--- config.mk ---
export PLATFORM = sky130hd
export DESIGN_NAME = alias_regfile
export DESIGN_NICKNAME = d
export VERILOG_FILES = /design/src/rtl/alias_rf_pkg.sv /design/src/rtl/alias_rf_store.sv /design/src/rtl/alias_rf_rdport.sv /design/src/rtl/alias_rf_ctrl.sv /design/src/rtl/alias_regfile.sv
export SDC_FILE = /design/constraint.sdc
export NUM_CORES = 2
export LEC_CHECK = 0
export BUFFER_PORTS_ARGS = -buffer_cell sky130_fd_sc_hd__buf_2
export CAP_MARGIN = 15
export CORE_MARGIN = 4
export CORE_UTILIZATION = 55
export CTS_CLUSTER_DIAMETER = 60
export DETAILED_ROUTE_END_ITERATION = 10
export PLACE_DENSITY_LB_ADDON = 0.05
export SYNTH_ARGS = -nofsm -noshare
export SYNTH_HDL_FRONTEND = slang
export SYNTH_SLANG_ARGS = --single-unit
export TNS_END_PERCENT = 10
--- constraint.sdc ---
create_clock -name clk -period 2.5 [get_ports clk]
set_input_delay 0.25 -clock clk [delete_from_list [all_inputs] [get_ports clk]]
set_output_delay 0.25 -clock clk [all_outputs]
set_load 0.02 [all_outputs]
--- src/rtl/alias_rf_pkg.sv ---
package alias_rf_pkg;

    typedef enum logic {
        VIEW_STACK  = 1'b0,
        VIEW_PACKED = 1'b1
    } view_e;

endpackage

--- src/rtl/alias_rf_store.sv ---
// Storage array: one 80-bit flop register per entry, two write ports.
module alias_rf_store #(
    parameter int N_ENT  = 8,
    parameter int LOW_W  = 64,
    parameter int HIGH_W = 16,
    localparam int IDX_W = $clog2(N_ENT),
    localparam int ENT_W = LOW_W + HIGH_W
) (
    input  logic                        clk,
    input  logic                        rst_n,
    input  logic                        pk_we,
    input  logic [IDX_W-1:0]            pk_widx,
    input  logic [LOW_W-1:0]            pk_wdata,
    input  logic                        fp_we,
    input  logic [IDX_W-1:0]            fp_widx,
    input  logic [ENT_W-1:0]            fp_wdata,
    output logic [N_ENT-1:0][ENT_W-1:0] ent_q
);

    localparam logic [HIGH_W-1:0] HIGH_FILL = {HIGH_W{1'b1}};

    for (genvar e = 0; e < N_ENT; e++) begin : g_ent
        logic [ENT_W-1:0] q;
        logic             pk_hit;
        logic             fp_hit;

        assign pk_hit = pk_we && (pk_widx == IDX_W'(e));
        assign fp_hit = fp_we && (fp_widx == IDX_W'(e));

        always_ff @(posedge clk or negedge rst_n) begin
            if (!rst_n) begin
                q <= '0;
            end else if (pk_hit) begin
                // packed store wins over a stack store to the same entry
                q <= {HIGH_FILL, pk_wdata};
            end else if (fp_hit) begin
                q <= fp_wdata;
            end
        end

        assign ent_q[e] = q;
    end

endmodule

--- src/rtl/alias_rf_rdport.sv ---
// Combinational read selector; OUT_W picks how many low bits are returned.
module alias_rf_rdport #(
    parameter int N_ENT  = 8,
    parameter int ENT_W  = 80,
    parameter int OUT_W  = 64,
    localparam int IDX_W = $clog2(N_ENT)
) (
    input  logic [N_ENT-1:0][ENT_W-1:0] ent,
    input  logic [IDX_W-1:0]            idx,
    output logic [OUT_W-1:0]            data
);

    logic [ENT_W-1:0] sel;

    always_comb begin
        sel  = ent[idx];
        data = sel[OUT_W-1:0];
    end

endmodule

--- src/rtl/alias_rf_ctrl.sv ---
// Mode state machine, stack-top pointer and valid bits.
module alias_rf_ctrl
    import alias_rf_pkg::*;
#(
    parameter int N_ENT  = 8,
    localparam int IDX_W = $clog2(N_ENT)
) (
    input  logic             clk,
    input  logic             rst_n,
    input  logic             pk_any,
    input  logic             pk_exit,
    input  logic             fp_push,
    input  logic             fp_pop,
    input  logic             fp_we,
    input  logic [IDX_W-1:0] fp_widx,
    output logic [IDX_W-1:0] top_q,
    output logic [N_ENT-1:0] valid_q,
    output logic             view_packed
);

    view_e            state_q;
    view_e            state_d;
    logic [IDX_W-1:0] top_d;
    logic [N_ENT-1:0] valid_d;
    logic             push_only;
    logic             pop_only;

    assign push_only = fp_push && !fp_pop;
    assign pop_only  = fp_pop && !fp_push;

    // state register
    always_ff @(posedge clk or negedge rst_n) begin
        if (!rst_n) begin
            state_q <= VIEW_STACK;
        end else begin
            state_q <= state_d;
        end
    end

    // next-state logic
    always_comb begin
        state_d = state_q;
        unique case (state_q)
            VIEW_STACK: begin
                if (pk_any && !pk_exit) begin
                    state_d = VIEW_PACKED;
                end
            end
            VIEW_PACKED: begin
                if (pk_exit) begin
                    state_d = VIEW_STACK;
                end
            end
        endcase
    end

    // outputs of the state machine
    always_comb begin
        view_packed = 1'b0;
        unique case (state_q)
            VIEW_STACK:  view_packed = 1'b0;
            VIEW_PACKED: view_packed = 1'b1;
        endcase
    end

    // stack-top pointer
    always_comb begin
        top_d = top_q;
        if (pk_any) begin
            top_d = '0;
        end else if (push_only) begin
            top_d = top_q - IDX_W'(1);
        end else if (pop_only) begin
            top_d = top_q + IDX_W'(1);
        end
    end

    // valid bits: exit beats packed access beats stack updates
    always_comb begin
        valid_d = valid_q;
        if (fp_we) begin
            valid_d[fp_widx] = 1'b1;
        end
        if (pop_only) begin
            valid_d[top_q] = 1'b0;
        end
        if (pk_any) begin
            valid_d = '1;
        end
        if (pk_exit) begin
            valid_d = '0;
        end
    end

    always_ff @(posedge clk or negedge rst_n) begin
        if (!rst_n) begin
            top_q   <= '0;
            valid_q <= '0;
        end else begin
            top_q   <= top_d;
            valid_q <= valid_d;
        end
    end

endmodule

--- src/rtl/alias_regfile.sv ---
module alias_regfile #(
    parameter int N_ENT  = 8,
    parameter int LOW_W  = 64,
    parameter int HIGH_W = 16,
    localparam int IDX_W = $clog2(N_ENT),
    localparam int ENT_W = LOW_W + HIGH_W
) (
    input  logic             clk,
    input  logic             rst_n,
    input  logic             pk_rd0_en,
    input  logic [IDX_W-1:0] pk_rd0_idx,
    output logic [LOW_W-1:0] pk_rd0_data,
    input  logic             pk_rd1_en,
    input  logic [IDX_W-1:0] pk_rd1_idx,
    output logic [LOW_W-1:0] pk_rd1_data,
    input  logic             pk_wr_en,
    input  logic [IDX_W-1:0] pk_wr_idx,
    input  logic [LOW_W-1:0] pk_wr_data,
    input  logic [IDX_W-1:0] fp_rd_off,
    output logic [ENT_W-1:0] fp_rd_data,
    input  logic             fp_wr_en,
    input  logic [IDX_W-1:0] fp_wr_off,
    input  logic [ENT_W-1:0] fp_wr_data,
    input  logic             fp_push,
    input  logic             fp_pop,
    input  logic             pk_exit,
    output logic [IDX_W-1:0] stk_top,
    output logic [N_ENT-1:0] tag_valid,
    output logic             view_packed
);

    logic [N_ENT-1:0][ENT_W-1:0] ent_q;
    logic                        pk_any;
    logic [IDX_W-1:0]            fp_rd_phys;
    logic [IDX_W-1:0]            fp_wr_phys;

    assign pk_any = pk_rd0_en || pk_rd1_en || pk_wr_en;

    // stack-relative to physical: wraps because N_ENT is a power of two
    assign fp_rd_phys = stk_top + fp_rd_off;
    assign fp_wr_phys = stk_top + fp_wr_off;

    alias_rf_ctrl #(.N_ENT(N_ENT)) u_ctrl (
        .clk         (clk),
        .rst_n       (rst_n),
        .pk_any      (pk_any),
        .pk_exit     (pk_exit),
        .fp_push     (fp_push),
        .fp_pop      (fp_pop),
        .fp_we       (fp_wr_en),
        .fp_widx     (fp_wr_phys),
        .top_q       (stk_top),
        .valid_q     (tag_valid),
        .view_packed (view_packed)
    );

    alias_rf_store #(.N_ENT(N_ENT), .LOW_W(LOW_W), .HIGH_W(HIGH_W)) u_store (
        .clk      (clk),
        .rst_n    (rst_n),
        .pk_we    (pk_wr_en),
        .pk_widx  (pk_wr_idx),
        .pk_wdata (pk_wr_data),
        .fp_we    (fp_wr_en),
        .fp_widx  (fp_wr_phys),
        .fp_wdata (fp_wr_data),
        .ent_q    (ent_q)
    );

    alias_rf_rdport #(.N_ENT(N_ENT), .ENT_W(ENT_W), .OUT_W(LOW_W)) u_rd_pk0 (
        .ent  (ent_q),
        .idx  (pk_rd0_idx),
        .data (pk_rd0_data)
    );

    alias_rf_rdport #(.N_ENT(N_ENT), .ENT_W(ENT_W), .OUT_W(LOW_W)) u_rd_pk1 (
        .ent  (ent_q),
        .idx  (pk_rd1_idx),
        .data (pk_rd1_data)
    );

    alias_rf_rdport #(.N_ENT(N_ENT), .ENT_W(ENT_W), .OUT_W(ENT_W)) u_rd_fp (
        .ent  (ent_q),
        .idx  (fp_rd_phys),
        .data (fp_rd_data)
    );

endmodule

==> impl_metrics.tcl <==
set metrics [dict create \
    clock_skew_ps 16.2 \
    initial_core_util 0.558 \
    vias 42600 \
    hpwl_um 105000 \
    violations "setup timing" \
    p_comb_frac 0.365 \
    drv_slew 0 \
    port_buffers 387 \
    vias_per_cell 7.35 \
    ys_ff_latch 652 \
    finalSetupViolCount 236 \
    dieArea_um2 85100 \
    rsz0062_at_grt "yes" \
    yosys-top-cells-area "dfrtp_1, mux4_2, nand3_1" \
    synth_nets 4647 \
    place_ws_ps -347 \
    status "finished, violations left" \
    fillers 6189 \
    drive_gt1_frac 0.303 \
    pwr-share-seq 0.362 \
    finalHoldViolations 0 \
    syn_inst 4474 \
    die_height_um 292 \
    wl_per_cell_um 30.0 \
    initialDrtViolationCount 5678 \
    vdd_drop_max_mv 0.647 \
    synth_top_family_by_area "multiplexers" \
    antenna_found_initial 13 \
    required_ps 2250 \
    placed_cells 5488 \
    syn_area_um2 44300 \
    fin_setup_tns_ps -84900 \
    grt_max_degree 94 \
    synth_xor_area_frac 0.00187 \
    endpoint_kind "output port" \
    grt_pass1_vias 42500 \
    firstDrtPassIters 6 \
    grt_usage 0.398 \
    start_kind "register" \
    drtAntennaViolNets 0 \
    crit_arrival_ps 3270 \
    crit_slowest_cell "fa_4" \
    p_int_mw 28.5 \
    clk_transition_reported_paths_ps 60 \
    synth_mux_area_frac 0.265 \
    postSynth.asyncResetShare 1.00 \
    synth_top_cell_by_area "dfrtp_1" \
    cts.path.max_buffers 3 \
    cts_tree "done" \
    placed_cell_area_um2 48600 \
    ys.flop_type "dfrtp_1" \
    syn-mean-instance-area_um2 9.89 \
    nets 4844 \
    synth_commonest_cells "dfrtp_1, nand3_1, o21ai_0" \
    htreeDepth 3 \
    clockRootBuffer "clkbuf_16" \
    globalplace.congestion 0.877 \
    maxCapViolations 0 \
    fin_cells 5791 \
    rows 103 \
    maxSlewHeadroom 0.327 \
    synth_simple_gate_area_frac 0.128 \
    power.switching_mw 15.5 \
    worstMarginPinSlew_ps 1010 \
    path_max_fanout 7 \
    synthMostInstantiatedCell "dfrtp_1" \
    synth-compound-area-share 0.165 \
    post-route-util 0.670 \
    period_share 1.41 \
    p_leak_nw 20.7 \
    synth_top_area_share 0.369 \
    drcViolationCount 0 \
    core-area_um2 79400 \
    synth-adder-area-share 0.00192 \
    wl_um 174000 \
    area_delta_synth_final_pct 20.1 \
    dieWidth_um 292 \
    fmax_mhz 284 \
    synth-edff-count 0 \
    power.density_nw_per_um2 828 \
    yosys_warnings 0 \
    path_class "reg2out" \
    grt_overflow 0 \
    synth.distinct_cells 48 \
    setup_ws_ps -1020 \
    clkLatencyLatePin_ps 640 \
    clkSinkCount 652 \
    cts_made_buffers 78 \
    yosysSeqAreaShare 0.369 \
    hold_class "in2reg" \
    clkPwrFrac 0.273 \
    worstPathCellList "ha_4, fa_4, buf_12, buf_4, buf_8, mux4_2, mux2_4, buf_6" \
    final_area_um2 53200 \
    boundaryPins 388 \
    grt_pass1_wl_um 265000 \
    critPathMaxStageDelay_ps 810 \
    finalCriticalPeriod_ps 3520 \
    switching_share 0.352 \
]
[timing repair]
action,4_1_cts,5_1_grt
resized for setup,47,167
endpoints found under the hold margin,704,0
hold buffers,146,0
cloned,1,3
pin swaps,2,31
setup endpoints to repair,474,507
setup buffers,0,3
[through the flow]
step	total power, mW	hold slack (ps)
after floorplan	25.9	-45.6
after global placement	30.8	226
after detailed placement	31.1	235
after CTS	43.5	9.10
after global routing	45.9	83.2
final	44.0	34.8
[layout by cell type, fill, tap and decap left out, drive strengths merged, types with 2 or more instances in the layout]
cell,n
buf,657
dfrtp,652
nand3,514
o21ai,512
mux4,416
nor2,390
a31oi,384
a21oi,257
mux2,208
dlygate4sd3,146
nand2,129
nand4,129
o211ai,128
clkbuf,117
diode,12
inv,10
a211oi,8
clkinv,8
nor3,7
bufinv,7
nor4,6
nand2b,3
nand4b,3
and4b,3
nand4bb,3
nand3b,3
fa,3
and3b,2
a311oi,2
clkinvlp,2
xnor2,2
nor3b,2
or3b,2
ha,2
[cell families after synthesis]
kind of cell / after synthesis
compound gates: 1291
simple gates: 1204
buf+inv: 692
flops: 652
mux: 625
xor+xnor: 5
fa+ha+maj: 5
[metal layers]
metal  up-vias  global-route usage  share of wire
met2      3142               0.617           0.46
met3       614              0.0920           0.12
met4         8               0.179          0.048
met1     21300               0.542           0.36
met5         -                   0        0.00021
li1      17500                   -              -
[power by group through the flow]
stage / sequential (mW) / clock (mW) / combinational (mW)
finish: 15.9 / 12.0 / 16.1
global route: 16.3 / 12.5 / 17.1
CTS: 15.8 / 12.1 / 15.6
detailed placement: 16.0 / 0 / 15.2
global placement: 15.9 / 0 / 14.9
floorplan: 15.0 / 0 / 10.9
[critical path: cells and delay by family (launching register included)]
family | cells | cell delay, ps
adders and majority gates | 2 | 970
muxes | 2 | 630
buffers and inverters | 4 | 600
DFF | 1 | 420
[final timing paths]
kind	from	end	slack [ps]	cells past startpoint
max in group asynchronous	rst_n	u_store.g_ent[0].q[68]	1430	4
max reg2reg	u_ctrl.top_q[0]	u_store.g_ent[2].q[32]	-150	8
min in group asynchronous	rst_n	u_store.g_ent[2].q[12]	160	2
min reg2reg	u_store.g_ent[6].q[65]	u_store.g_ent[6].q[65]	510	2
max	u_ctrl.top_q[0]	fp_rd_data[37]	-1020	8
min	fp_push	u_ctrl.top_q[0]	30	4
[sequential cells by signal, summed over array words and instances, names as in the netlist]
name             count
u_ctrl.top_q         3
u_ctrl.state_q       1
u_ctrl.valid_q       8
u_store.g_ent.q    640
[final cells by class]
class                           instances  area [um^2]  area share
Clock inverter                         23          337     0.00633
Antenna cell                           12         30.0    0.000565
Inverter                                4         15.0    0.000282
Sequential cell                       652        16300       0.307
Clock buffer                          115         2310      0.0435
Multi-Input combinational cell       3130        25100       0.473
Tap cell                             1050         1310      0.0247
Timing Repair Buffer                  805         7710       0.145
Note: power is estimated with default switching activity, not from simulation.
